File: src/rtl/pwr_cic_pkg.sv
package pwr_cic_pkg;

    typedef enum logic {
        ST_ACCUM = 1'b0,
        ST_DUMP  = 1'b1
    } dec_state_e;

    typedef enum logic [1:0] {
        SY_NONE  = 2'd0,
        SY_ALIGN = 2'd1,
        SY_INIT  = 2'd2
    } sync_kind_e;

endpackage

File: src/rtl/pwr_cic_cfg.sv
module pwr_cic_cfg #(
    parameter int GRP_W   = 2,
    parameter int RATIO_W = 12,
    parameter int SCALE_W = 4
) (
    input  logic               clk,
    input  logic               rst_n,
    input  logic               load,
    input  logic [GRP_W-1:0]   cfg_group,
    input  logic [RATIO_W-1:0] cfg_ratio,
    input  logic [SCALE_W-1:0] cfg_scale,
    output logic [GRP_W-1:0]   act_group,
    output logic [RATIO_W-1:0] act_ratio,
    output logic [SCALE_W-1:0] act_scale
);

    always_ff @(posedge clk or negedge rst_n) begin
        if (!rst_n) begin
            act_group <= '0;
            act_ratio <= '0;
            act_scale <= '0;
        end else if (load) begin
            act_group <= cfg_group;
            act_ratio <= cfg_ratio;
            act_scale <= cfg_scale;
        end
    end

endmodule

File: src/rtl/pwr_cic_avg.sv
module pwr_cic_avg #(
    parameter int IN_W  = 32,
    parameter int GRP_W = 2,
    localparam int SUM_W = IN_W + GRP_W
) (
    input  logic             clk,
    input  logic             rst_n,
    input  logic             clear,
    input  logic [GRP_W-1:0] grp_sel,
    input  logic             in_valid,
    input  logic [IN_W-1:0]  in_data,
    output logic             grp_valid,
    output logic [SUM_W-1:0] grp_sum
);

    logic [GRP_W-1:0] cnt_q;
    logic [SUM_W-1:0] part_q;
    logic [SUM_W-1:0] part_next;

    always_comb begin
        part_next = part_q + SUM_W'(in_data);
    end

    always_ff @(posedge clk or negedge rst_n) begin
        if (!rst_n) begin
            cnt_q     <= '0;
            part_q    <= '0;
            grp_valid <= 1'b0;
            grp_sum   <= '0;
        end else if (clear) begin
            cnt_q     <= '0;
            part_q    <= '0;
            grp_valid <= 1'b0;
        end else if (in_valid) begin
            if (cnt_q == grp_sel) begin
                cnt_q     <= '0;
                part_q    <= '0;
                grp_valid <= 1'b1;
                grp_sum   <= part_next;
            end else begin
                cnt_q     <= cnt_q + 1'b1;
                part_q    <= part_next;
                grp_valid <= 1'b0;
            end
        end else begin
            grp_valid <= 1'b0;
        end
    end

endmodule

File: src/rtl/pwr_cic_dec.sv
module pwr_cic_dec
    import pwr_cic_pkg::*;
#(
    parameter int SUM_W   = 34,
    parameter int RATIO_W = 12,
    localparam int ACC_W  = SUM_W + RATIO_W
) (
    input  logic               clk,
    input  logic               rst_n,
    input  sync_kind_e         sync_kind,
    input  logic [RATIO_W-1:0] ratio,
    input  logic               grp_valid,
    input  logic [SUM_W-1:0]   grp_sum,
    output logic               dump,
    output logic [ACC_W-1:0]   acc_q
);

    dec_state_e         st_q, st_d;
    logic [RATIO_W-1:0] cnt_q, cnt_d;
    logic [ACC_W-1:0]   acc_d;
    logic [ACC_W-1:0]   base;
    logic [ACC_W-1:0]   addend;

    always_ff @(posedge clk or negedge rst_n) begin
        if (!rst_n) begin
            st_q  <= ST_ACCUM;
            cnt_q <= '0;
            acc_q <= '0;
        end else begin
            st_q  <= st_d;
            cnt_q <= cnt_d;
            acc_q <= acc_d;
        end
    end

    always_comb begin
        addend = grp_valid ? ACC_W'(grp_sum) : '0;
        unique case (st_q)
            ST_ACCUM: base = acc_q;
            ST_DUMP:  base = '0;
            default:  base = '0;
        endcase
        st_d  = st_q;
        cnt_d = cnt_q;
        acc_d = acc_q;
        unique case (sync_kind)
            SY_INIT: begin
                st_d  = ST_ACCUM;
                cnt_d = '0;
                acc_d = '0;
            end
            SY_ALIGN: begin
                st_d  = ST_ACCUM;
                cnt_d = '0;
                acc_d = base + addend;
            end
            default: begin
                acc_d = base + addend;
                if (grp_valid) begin
                    if (cnt_q == ratio) begin
                        st_d  = ST_DUMP;
                        cnt_d = '0;
                    end else begin
                        st_d  = ST_ACCUM;
                        cnt_d = cnt_q + 1'b1;
                    end
                end else begin
                    st_d = ST_ACCUM;
                end
            end
        endcase
    end

    always_comb begin
        unique case (st_q)
            ST_DUMP:  dump = 1'b1;
            ST_ACCUM: dump = 1'b0;
            default:  dump = 1'b0;
        endcase
    end

endmodule

File: src/rtl/pwr_cic_shift.sv
module pwr_cic_shift #(
    parameter int ACC_W   = 46,
    parameter int SCALE_W = 4,
    parameter int OUT_W   = 32
) (
    input  logic [ACC_W-1:0]   acc,
    input  logic [SCALE_W-1:0] scale,
    output logic [OUT_W-1:0]   result
);

    logic [ACC_W-1:0] shifted;

    always_comb begin
        shifted = acc >> scale;
        result  = shifted[OUT_W-1:0];
    end

endmodule

File: src/rtl/pwr_avg_cic.sv
module pwr_avg_cic
    import pwr_cic_pkg::*;
#(
    parameter int IN_W    = 32,
    parameter int GRP_W   = 2,
    parameter int RATIO_W = 12,
    parameter int SCALE_W = 4,
    parameter int OUT_W   = 32
) (
    input  logic               clk,
    input  logic               rst_n,
    input  logic               in_valid,
    input  logic [IN_W-1:0]    in_power,
    input  logic [GRP_W-1:0]   cfg_group,
    input  logic [RATIO_W-1:0] cfg_ratio,
    input  logic [SCALE_W-1:0] cfg_scale,
    input  logic               sync_pulse,
    input  logic               sync_init,
    output logic               out_valid,
    output logic [OUT_W-1:0]   out_sample
);

    localparam int SUM_W = IN_W + GRP_W;
    localparam int ACC_W = SUM_W + RATIO_W;

    sync_kind_e         sync_kind;
    logic               init_evt;
    logic [GRP_W-1:0]   act_group;
    logic [RATIO_W-1:0] act_ratio;
    logic [SCALE_W-1:0] act_scale;
    logic               grp_valid;
    logic [SUM_W-1:0]   grp_sum;
    logic               dump;
    logic [ACC_W-1:0]   acc_q;

    always_comb begin
        if (!sync_pulse)     sync_kind = SY_NONE;
        else if (sync_init)  sync_kind = SY_INIT;
        else                 sync_kind = SY_ALIGN;
        init_evt = (sync_kind == SY_INIT);
    end

    pwr_cic_cfg #(.GRP_W(GRP_W), .RATIO_W(RATIO_W), .SCALE_W(SCALE_W)) u_cfg (
        .clk(clk), .rst_n(rst_n), .load(init_evt),
        .cfg_group(cfg_group), .cfg_ratio(cfg_ratio), .cfg_scale(cfg_scale),
        .act_group(act_group), .act_ratio(act_ratio), .act_scale(act_scale)
    );

    pwr_cic_avg #(.IN_W(IN_W), .GRP_W(GRP_W)) u_avg (
        .clk(clk), .rst_n(rst_n), .clear(init_evt), .grp_sel(act_group),
        .in_valid(in_valid), .in_data(in_power),
        .grp_valid(grp_valid), .grp_sum(grp_sum)
    );

    pwr_cic_dec #(.SUM_W(SUM_W), .RATIO_W(RATIO_W)) u_dec (
        .clk(clk), .rst_n(rst_n), .sync_kind(sync_kind), .ratio(act_ratio),
        .grp_valid(grp_valid), .grp_sum(grp_sum),
        .dump(dump), .acc_q(acc_q)
    );

    pwr_cic_shift #(.ACC_W(ACC_W), .SCALE_W(SCALE_W), .OUT_W(OUT_W)) u_shift (
        .acc(acc_q), .scale(act_scale), .result(out_sample)
    );

    assign out_valid = dump;

endmodule

File: config.mk
export PLATFORM = sky130hd
export DESIGN_NAME = pwr_avg_cic
export DESIGN_NICKNAME = d
export VERILOG_FILES = /design/src/rtl/pwr_cic_pkg.sv /design/src/rtl/pwr_cic_cfg.sv /design/src/rtl/pwr_cic_avg.sv /design/src/rtl/pwr_cic_dec.sv /design/src/rtl/pwr_cic_shift.sv /design/src/rtl/pwr_avg_cic.sv
export SDC_FILE = /design/constraint.sdc
export NUM_CORES = 1
export LEC_CHECK = 0
export BUFFER_PORTS_ARGS = -buffer_cell sky130_fd_sc_hd__buf_2
export CAP_MARGIN = 30
export CORE_ASPECT_RATIO = 0.8
export CORE_MARGIN = 10
export CORE_UTILIZATION = 56
export DETAILED_ROUTE_END_ITERATION = 12
export GPL_ROUTABILITY_DRIVEN = 0
export PLACE_DENSITY = 0.88
export SLEW_MARGIN = 10
export SYNTH_ARGS = -nofsm -noshare
export SYNTH_HDL_FRONTEND = slang
export SYNTH_SLANG_ARGS = --single-unit
File: constraint.sdc
create_clock -name clk -period 3.38 [get_ports clk]
set_input_delay 0.338 -clock clk [delete_from_list [all_inputs] [get_ports clk]]
set_output_delay 0.338 -clock clk [all_outputs]
set_load 0.005 [all_outputs]
# [After elaboration in Yosys (flattened, before gate mapping)]
# Cells that the tools add are included.
[op_classes] add_sub_neg=4 multipliers=0 div_mod_pow=0 order_cmp=0 eq_ne=4 n_shift=1 mux=21 bitwise_logic=2 reduce_logical=4
[ops] operator="two-way mux 34 bit" n=4
[ops] operator="one-hot mux 46 bit (2 select lines)" n=1
[ops] operator="adder 46 bit" n=1
[ops] operator="two-way mux 46 bit" n=1
[ops] operator="right shift 46 x 4 -> 32 bit" n=1
[ops] operator="two-way mux 12 bit" n=3
[ops] operator="adder 34 x 32 -> 34 bit" n=1
[ops] operator="adder 12 x 1 -> 12 bit, second input constant" n=1
[ops] operator="equality test 12 bit" n=1
[ops] operator="two-way mux 2 bit" n=5
[ops] operator="two-way mux 1 bit" n=6
[ops] operator="nonzero test 2 bit" n=2
[ops] operator="AND reduction 3 bit" n=1
[ops] operator="adder 2 x 1 -> 2 bit, second input constant" n=1
[ops] operator="equality test 2 x 1 -> 1 bit, second input constant" n=1
[ops] operator="equality test 2 bit" n=1
[ops] operator="equality test 2 bit, second input constant" n=1
[ops] operator="inverter 1 bit" n=2
[ops] operator="one-hot mux 1 bit (2 select lines)" n=1
[ops] operator="OR reduction 2 bit" n=1
[word_totals] reg_bits=148 latchBits=0 ram_bits=0 romBits=0 out_inout_bits=33 word_cells=46 memories=0

# [Longest topological paths before layout]
# Gate-level depths: netlist (run 1).
[depth] depth_word=5 mapped_depth=14 mapped_depth_nobuf=12

# [Cells and area by module]
# A second synthesis (run 1) with hierarchy kept.
[hier_totals] cells_unflattened=1204 hier_area_um2=11910.2
[modules_own_cells] mod="pwr_cic_dec" instances=1 cells_per_inst=584 area_each_um2=4773.3 seq_area_each_um2=1476.4
[modules_own_cells] mod="pwr_cic_avg" instances=1 cells_per_inst=434 area_each_um2=4475.5 seq_area_each_um2=1776.7
[modules_own_cells] mod="pwr_cic_shift" instances=1 cells_per_inst=146 area_each_um2=1923.1 seq_area_each_um2=0.0
[modules_own_cells] mod="pwr_cic_cfg" instances=1 cells_per_inst=38 area_each_um2=721.9 seq_area_each_um2=450.4
[modules_own_cells] mod="pwr_avg_cic" instances=1 cells_per_inst=2 area_each_um2=16.3 seq_area_each_um2=0.0

# [Worst setup path before layout (run 1)]
# Ideal clock, no wire load.
[synth_timing] path_type="register -> register" start="register u_dec.st_q" end="register u_dec.acc_q[38]" setup_time_ns=0.120 arrival_ns=3.361 required_time_ns=3.260 setup_slack_ns=-0.102 stages_incl_launch_ff=15 path_buffers=2 synth_period_minus_slack_ns=3.482 cell_sequence="dfrtp_1 > clkbuf_1 > clkbuf_1 > nor2b_1 > ha_1 > inv_1 > fa_1 > nand2b_1 > a21o_1 > a31o_2 > o31ai_4 > a211oi_1 > o31ai_4 > a31oi_1 > a41o_1"
[synth_between] elab_chain_cells=4
[synth_rtl] item="start, declared" line="pwr_cic_dec.sv:18" rtl="dec_state_e st_q, st_d;"
[synth_rtl] item="start signal, assigned" line="pwr_cic_dec.sv:30" rtl="st_q <= st_d;"
[synth_rtl] item="inverter 1 bit" line="pwr_cic_dec.sv:38" rtl="unique case (st_q)"
[synth_rtl] item="one-hot mux 46 bit (2 select lines) *" line="pwr_cic_dec.sv:38"
[synth_rtl] item="adder 46 bit *" line="pwr_cic_dec.sv:55, pwr_cic_dec.sv:58"
[synth_rtl] item="two-way mux 46 bit *"
[synth_rtl] item="via u_dec.acc_d[38]" line="pwr_cic_dec.sv:20" rtl="logic [ACC_W-1:0] acc_d;"
[synth_rtl] item="end signal, assigned" line="pwr_cic_dec.sv:28" rtl="acc_q <= '0;"
[synth_rtl] item="end signal, assigned" line="pwr_cic_dec.sv:32" rtl="acc_q <= acc_d;"
[synth_rtl] item="end, declared" line="pwr_cic_dec.sv:15" rtl="output logic [ACC_W-1:0] acc_q"
# Mark *: on every way through the listed nets, which the timed path passes. The rest lies on a longest branch.
# A chain may end at the register's enable or synchronous reset.

# [Worst setup path in the final report (run 1)]
[layout_timing] start="register u_avg.grp_valid" end="register u_dec.acc_q[38]"
[layout_between] elab_chain_cells=3
[layout_rtl] item="start, declared" line="pwr_cic_avg.sv:12" rtl="output logic grp_valid,"
[layout_rtl] item="start signal, assigned" line="pwr_cic_avg.sv:28" rtl="grp_valid <= 1'b0;"
[layout_rtl] item="start signal, assigned" line="pwr_cic_avg.sv:33" rtl="grp_valid <= 1'b0;"
[layout_rtl] item="start signal, assigned" line="pwr_cic_avg.sv:38" rtl="grp_valid <= 1'b1;"
[layout_rtl] item="two-way mux 34 bit" line="pwr_cic_dec.sv:37" rtl="addend = grp_valid ? ACC_W'(grp_sum) : '0;"
[layout_rtl] item="adder 46 bit" line="pwr_cic_dec.sv:55, pwr_cic_dec.sv:58"
[layout_rtl] item="two-way mux 46 bit"
[layout_rtl] item="via u_dec.acc_d[38]" line="pwr_cic_dec.sv:20"
# The timed path passes the listed nets, and every way through them passes these cells.

==> metrics.txt, run 1 <==
initial antenna violation count=1; DRC violations left=1; first-pass iteration count of the detailed router=11; Reg2Reg Launch Point=u_avg.grp_valid; vias per std cell=6.351; Place WS=0.05980 ns; Seq cells post-synth=148; Switch Pwr=roughly 4000 uW; Hold Worst Slack=0.08286 ns; WP data required=3.71 ns; Clk pwr share=19.6%; Seq pwr share=between 30% and 40%; post-DP HPWL=between 20 and 25 mm; type of origin of the critical path=flip-flop; H-tree depth=4; die outline area=0.02673 mm2; Max clock buf depth=2; Yosys cell types=65; sequential area share after synthesis=32.17%; GRT overflow=0; static leakage=0.006186 uW; violated checks=design-rule violations; Max-slew headroom=36.64%; Final Non-Filler Cells=1628; Hold Crit Start=cfg_ratio[2]; vias in the first global route=10110; number of synthesis warnings=0; Die Wd=approximately 180 um; Synth async-reset ratio=100.0%; Antenna diodes=0; area post-placement=0.01224 mm2; Clock Pin Slew Worst Setup and Hold Paths=0.07 ns; Worst Path Max Fanout=6; Post-DRT Antenna Nets=0; max-cap viol count=0; critical path arrival=3.56 ns; vias post-DR=10340; outcome=finished with violations; Initial Util=57.47%; critical path startpoint=u_avg.grp_valid; layout net count=roughly 1500; switch share=42.34%; Worst-Margin Slew=0.9505 ns; setup slack after layout=about 0.15 ns; Clock Latency Late Sink=between 0.4 and 0.5 ns; FP Rows=46; Final setup viols=0; post-synthesis cell area=0.01151 mm2; Final min period=3.232 ns; Primary FF master, synth=dfrtp_1; global-route wire length before repair=50.31 mm; period utilization=95.63%; IO Count=88; VDD IR max=0.0004163 V; PD cells=slightly above 700 mW/mm2; Avg Inst Size Synth=9.021 um2; Finished Cell Area=around 0.013 mm2; port bufs=87; area of the core=0.02003 mm2; internal power=5420 uW; syn nets=1400; Post-Route WL=around 31 mm; Tot GR Track Use=22.27%; TritonCTS clock tree=built; Clock Tree Root=clkbuf_16; Post-synth EDFFs=0; area delta synth->final=12.59%; # fillers=1542; Die Height=148.2 um; share of cells above drive strength 1=18.33%; combinational power share=50.5%; fin. max-slew vios=0; clock skew=between 0.009 and 0.01 ns; First DRT Iteration DRCs=979; synthesized instance count=1276; Crit Path Class=reg2reg; HP Class=in2reg; Placed Instances=between 1500 and 2000; cts bufs inserted=17; largest net degree at the start of global routing=95; fmax=0.3094 GHz; final hold violations=0; Wirelength per Cell=19.13 um; CTS sink cnt=148; nature of the critical path endpoint=flip-flop
-- power by group through the flow --
| stage | Clock (uW) | Combinational [uW] | Sequential (uW) |
|---|---|---|---|
| 2_1_floorplan | 0 | 3460 | 2610 |
| 3_3_place_gp | 0 | 4370 | 2810 |
| 3_5_place_dp | 0 | 4540 | 2840 |
| 4_1_cts | 1850 | 4590 | 2820 |
| 5_1_grt | 1930 | 5150 | 2880 |
| 6_report | 1840 | 4750 | 2820 |
-- routing by layer --
| metal | routed length, um | share of wire, % | vias to the layer above | GRT usage [%] |
|---|---|---|---|---|
| met5 | 7 | 0.022 | - | 0 |
| met4 | 1030 | 3.3 | 2 | 8.964 |
| met3 | 2262 | 7.3 | 103 | 4.292 |
| met2 | 14860 | 48 | 495 | 37.48 |
| met1 | 12990 | 42 | 4954 | 27.71 |
| li1 | - | - | 4785 | - |
-- cell families after synthesis --
group,Yosys count,synth area share (%)
simple gates,444,18.68
flops,148,32.17
xor+xnor,73,5.554
buf+inv,98,3.435
fa+ha+maj,69,7.630
mux,109,13.53
compound gates,335,18.99
-- final cells by class --
class / instances / area (um2) / area share [%]
Multi-Input combinational cell: 1031 / 7461 / 57.57
Inverter: 29 / 108.9 / 0.8399
Timing Repair Buffer: 124 / 787.0 / 6.073
Sequential cell: 148 / 3706 / 28.60
Tap cell: 264 / 330.3 / 2.549
Clock buffer: 17 / 425.4 / 3.282
Clock inverter: 15 / 141.4 / 1.091
-- state kept, by name, indices dropped and copies added, names as in the netlist --
register         cells
u_dec.st_q           1
u_avg.part_q        34
u_avg.grp_sum       34
u_cfg.act_group      2
u_avg.cnt_q          2
u_cfg.act_scale      4
u_dec.cnt_q         12
u_dec.acc_q         46
u_cfg.act_ratio     12
u_avg.grp_valid      1
-- synthesized netlist by cell type (10+ instances only) --
library cell  count  area share [%]
a211oi_1         15            0.98
a21o_1           31             2.0
a21oi_1         109             4.7
a22o_1           29             2.2
and2_1           41             2.2
and3_1           12            0.65
buf_1            11            0.36
clkbuf_1         46             1.5
dfrtp_1         148              32
ha_1             67             7.3
inv_1            28            0.91
mux2_2           33             3.2
mux2i_1          42             3.7
mux4_2           34             6.7
nand2_1         159             5.2
nand2b_1         14            0.76
nand3_1          20            0.87
nand4_1          22             1.2
nor2_1           84             2.7
nor2b_1          42             2.3
nor3_1           19            0.83
o211ai_1         11            0.72
o21ai_0          67             2.9
o21bai_1         12            0.78
or3_1            10            0.54
xnor2_1          33             2.5
xor2_1           40             3.0
-- cells in the final DEF (no fill, tap or decap), drive strengths merged, types with 22 or more instances in the layout --
| cell type | netlist | routed |
|---|---|---|
| and2 | 41 | 41 |
| buf | 23 | 123 |
| xnor2 | 33 | 33 |
| dfrtp | 148 | 148 |
| a21oi | 110 | 110 |
| mux2 | 33 | 33 |
| inv | 28 | 36 |
| nand2 | 161 | 161 |
| nor2b | 42 | 42 |
| mux4 | 34 | 34 |
| nor2 | 84 | 84 |
| ha | 67 | 67 |
| mux2i | 42 | 42 |
| a21o | 32 | 32 |
| a22o | 29 | 29 |
| nand4 | 22 | 22 |
| xor2 | 40 | 40 |
| o21ai | 69 | 69 |
-- worst max-delay path, stage by stage, from the launching register on --
cell and delay (ns):
dfrtp_1 0.37, and2_1 0.17, ha_1 0.19, inv_1 0.06, fa_1 0.38, nand2b_1 0.21
a21o_1 0.21, a31o_2 0.29, o31ai_4 0.33, a211oi_2 0.16, o31ai_4 0.26, buf_4 0.18
a31oi_1 0.09, a41o_1 0.22
-- what timing repair did --
action	in CTS	in global routing
buffers inserted	0	2
hold endpoints to repair	0	13
hold buffers	0	1
setup endpoints to repair	0	14
gates resized for setup	0	6
-- metrics by stage --
stage	utilization, %	setup TNS (ns)	power [uW]
floorplan	-	0	6077
global placement	61.09	0	7175
detailed placement	61.09	0	7385
CTS	63.92	0	9261
global route	64.71	-0.007386	9961
finish	64.71	0	9399
-- worst paths after layout --
path	end	slack [ns]	cells past startpoint
setup / recovery	u_dec.acc_q[38]	0.15	13
min in group asynchronous	u_avg.part_q[5]	0.30	2
hold reg to reg	u_avg.grp_sum[17]	0.48	2
hold / removal	u_cfg.act_ratio[2]	0.08	3
max in group asynchronous	u_avg.part_q[31]	2.24	4
setup reg to reg	u_dec.acc_q[38]	0.15	13
Power figures use the tool's default switching activity.
==> inputs of run 2 (changes only) <==
CORE_MARGIN = unset   (was 10)
==> run 2 against run 1 <==
Against the previous run: the flow now finishes without violations; combinational power about the same; routed wire length fell by 1.0%; first-iteration DRC count up 1.7%; setup slack got worse by 0.071 ns; via count up 0.56%; utilization up 0.66 points; clock-buffer cell count is the same; critical path type unchanged.
==> metrics.txt, run 2 (synthesis results as in run 1) <==
Max-slew headroom=35.56% (-1.1 points); most flop-heavy register=u_dec.acc_q; Tot GR Track Use=29.10% (+6.8 points); vias per std cell=6.355 (about the same); Die Height=130.2 um (-12%); TritonCTS clock tree=built; DRC violations left=0 (-1); VDD IR max=0.0004031 V (-3.2%); HP Class=in2reg; GRT overflow=0 (unchanged); PD cells=731.0 mW/mm2 (+0.78%); critical path arrival=3.63 ns (+0.07 ns); IO Count=88 (unchanged); global-route wire length before repair=48.75 mm (-3.1%); Post-Route WL=30.82 mm (-1.0%); fmax=0.3027 GHz (-2.1%); Final min period=3.303 ns (+0.07097 ns); FF/Latch Area=0.003710 mm2 (+0.10%); final core occ=65.36% (+0.66 points); FP Rows=46 (unchanged); Crit Path Class=reg2reg; Initial Util=57.64% (+0.17 points); Worst Path Max Fanout=9 (+3); initial antenna violation count=0 (-1); nature of the critical path endpoint=flip-flop; Finished Cell Area=0.01305 mm2 (+0.72%); Clock Pin Slew Worst Setup and Hold Paths=0.08 ns (about the same); static leakage=0.006239 uW (+0.85%); vias in the first global route=9811 (-3.0%); layout net count=1483 (+0.54%); area of the core=0.01997 mm2 (-0.29%); biggest regs=u_dec.acc_q: 46 flops, u_avg.grp_sum: 34 flops, u_avg.part_q: 34 flops; final hold violations=0 (unchanged); CTS sink cnt=148 (unchanged); Antenna diodes=0 (unchanged); commonest non-fill, non-tap cell in the layout=nand2_1; Multi-input gate area=0.007480 mm2 (+0.25%); cts bufs inserted=17 (unchanged); Clock Latency Late Sink=0.44 ns (about the same); Post-DRT Antenna Nets=0 (unchanged); commonest cells after routing, fill and taps aside=159 x nand2_1, 145 x dfrtp_1, 108 x a21oi_1; post-DP HPWL=21.92 mm (-3.0%); First DRT Iteration DRCs=996 (+1.7%); # fillers=1514 (-1.8%); port bufs=87 (unchanged); Clock Tree Root=clkbuf_16; Final setup viols=0 (unchanged); outcome=completed; Wirelength per Cell=18.84 um (-1.5%); period utilization=97.73% (+2.1 points); share of cells above drive strength 1=19.10% (+0.77 points); fin. max-slew vios=0 (unchanged); Largest register FFs=46 (unchanged); max-cap viol count=0 (unchanged); type of origin of the critical path=flip-flop; clock skew=0.01714 ns (+0.008143 ns); Die Wd=162.3 um (-10%); first-pass iteration count of the detailed router=6 (-5); H-tree depth=4 (unchanged); vias post-DR=10400 (+0.56%); Max clock buf depth=2 (unchanged); die outline area=0.02114 mm2 (-21%); largest net degree at the start of global routing=74 (-22%); area post-placement=0.01230 mm2 (+0.51%); Worst-Margin Slew=0.9643 ns (+0.01389 ns); area delta synth->final=13.40%; WP data required=3.71 ns (about the same)
## run 2: final timing paths
kind | startpoint | endpoint | slack [ns] | cells after the start
max in group asynchronous | rst_n | u_cfg.act_group[1] | 2.10 | 3
worst max register to register | u_dec.st_q | u_dec.acc_q[38] | 0.08 | 13
worst max-delay path | u_dec.st_q | u_dec.acc_q[38] | 0.08 | 13
worst min register to register | u_avg.grp_sum[12] | u_avg.grp_sum[12] | 0.48 | 2
min in group asynchronous | rst_n | u_avg.part_q[1] | 0.49 | 2
worst min-delay path | cfg_ratio[7] | u_cfg.act_ratio[7] | 0.08 | 3
## run 2: cell type report
cell class / count / share of cell area, %
Sequential cell: 148 / 28.42
Clock buffer: 17 / 3.259
Timing Repair Buffer: 132 / 6.326
Multi-Input combinational cell: 1031 / 57.30
Clock inverter: 15 / 1.332
Tap cell: 264 / 2.530
Inverter: 29 / 0.8339
## run 2: timing repair
action	CTS	global route
pin swaps	1	4
hold endpoints to repair	71	0
cloned	0	1
gates resized for setup	2	10
buffers inserted	2	5
hold buffers	1	0
setup endpoints to repair	5	21
## run 2: metal layers
metal	vias up	GRT usage, %	share of wire (%)
met5	-	0	0
met4	0	12.99	3.0
met3	100	5.118	7.2
met2	519	47.69	48
met1	4985	37.94	42
li1	4793	-	-
## run 2: critical path, stage by stage (launching register included)
cell and delay (ns):
dfrtp_2 0.49, nor2b_2 0.15, ha_2 0.21, inv_1 0.06, fa_1 0.37, nand2b_1 0.20, a21o_1 0.20, a31o_2 0.28
o31ai_4 0.31, a211oi_4 0.14, o31ai_4 0.31, buf_6 0.17, a31oi_1 0.08, a41o_1 0.21
## run 2: where the power goes
part | switching (uW) | internal, uW | leakage (uW) | total (uW)
Sequential | 506 | 2340 | 0.00192 | 2840
Combinational | 2620 | 2160 | 0.00403 | 4770
Clock | 929 | 998 | 0.000292 | 1930
## run 2: metrics by stage
step | setup slack (ns) | setup TNS, ns | hold slack [ns] | instances | total power (uW)
finish | 0.07663 | 0 | 0.07789 | 1636 | 9542
global route | -0.01996 | -0.05993 | 0.08540 | 1636 | 10090
CTS | 0.01809 | 0 | 0.07679 | 1628 | 9389
detailed placement | -0.0005331 | -0.0005331 | 0.4111 | 1593 | 7410
global placement | 0.1424 | 0 | 0.3944 | 1593 | 7191
floorplan | 0.001899 | 0 | 0.04241 | 1276 | 6077
==> inputs of run 3 (changes only) <==
CORE_MARGIN = 2   (was unset)
==> run 3 against run 2 <==
Against the previous run: clock-buffer cell count did not move; clock power rose by 4%; total power rose by 0.39%; clock skew fell by 0.0033 ns; die area rose by 2.8%; via count fell by 0.41%; flip-flop and latch count did not move; maximum frequency rose by 1.5%; highest routed layer unchanged.
==> metrics.txt, run 3 (synthesis results as in run 1) <==
area post-placement=0.01230 mm2 (about the same); post-DP HPWL=21.86 mm (-0.27%); Worst-Margin Slew=0.9407 ns (-0.02364 ns); DRC violations left=0 (unchanged); final setup TNS=0 ns (unchanged); vias post-DR=10350 (-0.41%); IO Count=88 (unchanged); Clock Latency Late Sink=0.44 ns (about the same); Worst R2R Setup Slack=0.13 ns (+0.05 ns); Die Wd=164.3 um (+1.2%); Post-DRT Antenna Nets=0 (unchanged); # fillers=1555 (+2.7%); commonest non-fill, non-tap cell in the layout=nand2_1; Tot GR Track Use=28.70% (-0.40 points); Final setup viols=0 (unchanged); Max clock buf depth=2 (unchanged); Worst path slowest cell=dfrtp_2; First DRT Iteration DRCs=1095 (+9.9%); setup slack after layout=0.1268 ns (+0.05020 ns); Worst Path Max Fanout=10 (+1); combinational power share=49.5% (-0.5 points); Met2 Wirelength=14.58 mm (-1.7%); Hold Crit Start=cfg_ratio[7]; hold-critical path endpoint=u_cfg.act_ratio[7]; RR Endpoint=u_dec.acc_q[38]; Clk pwr share=20.8% (+0.6 points); Clock Pin Slew Worst Setup and Hold Paths=0.07 ns (about the same); Largest register FFs=46 (unchanged); final hold violations=0 (unchanged); H-tree depth=4 (unchanged); Initial Util=57.64% (unchanged); FP Rows=46 (unchanged); Overall Power=9579 uW (+0.39%); most used cell, CP=o31ai_4; layout net count=1479 (-0.27%); crit-path leading delay family=compound AO/OA/AOI/OAI gates; port bufs=87 (unchanged); FF/Latch Area=0.003707 mm2 (about the same); Switch Pwr=3981 uW (-1.8%); internal power=5598 uW (+2.0%); global-route wire length before repair=50.45 mm (+3.5%); count of buffer and inverter cells on the critical path=2 (unchanged); nature of the critical path endpoint=flip-flop; cts bufs inserted=17 (unchanged); top routing layer in use=met4; Wirelength per Cell=18.77 um (-0.39%); biggest regs=u_dec.acc_q: 46 flops, u_avg.grp_sum: 34 flops, u_avg.part_q: 34 flops; PD cells=736.4 mW/mm2 (+0.74%); Reg2Reg Launch Point=u_dec.st_q; Finished Cell Area=0.01301 mm2 (-0.35%); Max-slew headroom=37.14% (+1.6 points); first-pass iteration count of the detailed router=8 (+2); hold depth=3 (unchanged); share of cells above drive strength 1=18.64% (-0.46 points); Detail Route met3 WL=2.250 mm (+1.9%); type of origin of the critical path=flip-flop; Die Height=132.2 um (+1.5%); commonest cells after routing, fill and taps aside=159 x nand2_1, 145 x dfrtp_1, 109 x a21oi_1; critical path arrival=3.58 ns (-0.05 ns); WP data required=3.70 ns (about the same); Final min period=3.253 ns (-0.05020 ns); most flop-heavy register=u_dec.acc_q; Clock Tree Root=clkbuf_16; Multi-input gate area=0.007441 mm2 (-0.52%); fin. max-slew vios=0 (unchanged); largest incremental delay on the critical path=0.47 ns (-0.02 ns); initial antenna violation count=0 (unchanged); outcome=completed; area of the core=0.01997 mm2 (unchanged); M1 wire length=12.75 mm (-0.82%); Place WS=0.005557 ns (+0.006090 ns); TritonCTS clock tree=built; VDD IR max=0.0003913 V (-2.9%); die outline area=0.02173 mm2 (+2.8%); clock skew=0.01386 ns (-0.003288 ns); Antenna diodes=0 (unchanged); static leakage=0.006231 uW (-0.13%); fmax=0.3074 GHz (+1.5%); max-cap viol count=0 (unchanged); Seq pwr share=29.7% (about the same); RSZ-0062 raised after global routing=false; CTS sink cnt=148 (unchanged); area delta synth->final=13.00%; largest net degree at the start of global routing=72 (-2.7%); R2R cell count=13 (unchanged); CP cell instances=nor2b_1 -> ha_1 -> inv_1 -> fa_1 -> nand2b_1 -> a21o_1 -> a31o_2 -> o31ai_4 -> a211oi_2 -> o31ai_4 -> buf_12 -> a31oi_1 -> a41o_1; Crit Path Class=reg2reg; vias per std cell=6.344 (-0.17%); Post-Route WL=30.63 mm (-0.64%); HP Class=in2reg; period utilization=96.25% (-1.5 points); vias in the first global route=10120 (+3.1%); switch share=41.56% (-0.92 points); GRT overflow=0 (unchanged)
[run 3: cell types whose count changed in the layout (fill, tap and decap cells not counted), sizes merged]
| cell | change |
|---|---|
| clkinvlp | +1 |
| bufinv | +2 |
| buf | -3 |
| o31ai | -1 |
| inv | -3 |
[run 3: worst max-delay path by stage]
stage	from	endpoint	slack (ns)	depth (start not counted)
finish	u_dec.st_q	u_dec.acc_q[38]	0.13	13
detailed placement	u_dec.st_q	u_dec.acc_q[38]	0.006	12
global route	u_avg.grp_valid	u_dec.acc_q[45]	0.009	11
CTS	u_dec.st_q	u_dec.acc_q[38]	0.02	13
global placement	u_dec.st_q	u_dec.acc_q[38]	0.16	12
floorplan	u_dec.st_q	u_dec.acc_q[38]	0.002	14
[run 3: repair_timing]
action,CTS,global route
setup buffers,1,2
hold endpoints to repair,69,0
gates resized for setup,1,4
hold buffers,1,0
setup endpoints to repair,4,12
gates cloned,0,0
pin swaps,1,2
[run 3: power by group through the flow]
| stage | clock, uW | sequential [uW] | combinational, uW |
|---|---|---|---|
| 5_1_grt | 2100 | 2900 | 5140 |
| 3_3_place_gp | 0 | 2810 | 4400 |
| 3_5_place_dp | 0 | 2840 | 4570 |
| 2_1_floorplan | 0 | 2610 | 3460 |
| 6_report | 2000 | 2840 | 4740 |
| 4_1_cts | 2010 | 2830 | 4650 |
[run 3: per-layer routing]
layer  track usage [%]  vias to the layer above
li1                  -                     4797
met1             37.83                     4939
met2             46.77                      505
met3             5.662                      113
met4             10.67                        0
met5                 0                        -
[run 3: cell type report]
class	instances	share of cell area, %
tap	264	2.539
timing repair buffer	129	6.185
clock inverter	15	1.462
sequential	148	28.50
inverter	29	0.8369
clock buffer	17	3.270
multi-input combinational	1030	57.20
[run 3: worst reg2reg max path: cells and delay by family, from the launching register on]
kind,cells,cell delay [ns]
AND/OR/NAND/NOR,2,0.33
buffers and inverters,2,0.25
flip-flops,1,0.47
AO/OA/AOI/OAI,7,1.47
adder cells (fa/ha/maj),2,0.61
[run 3: per-stage QoR]
stage                     hold slack (ns)  cells  util, %
after detailed placement           0.4070   1595    61.59
after floorplan                   0.04241   1276        -
after global placement             0.4027   1595    61.59
after global routing              0.09247   1632    65.13
final                             0.08461   1632    65.13
after CTS                         0.08123   1629    64.83
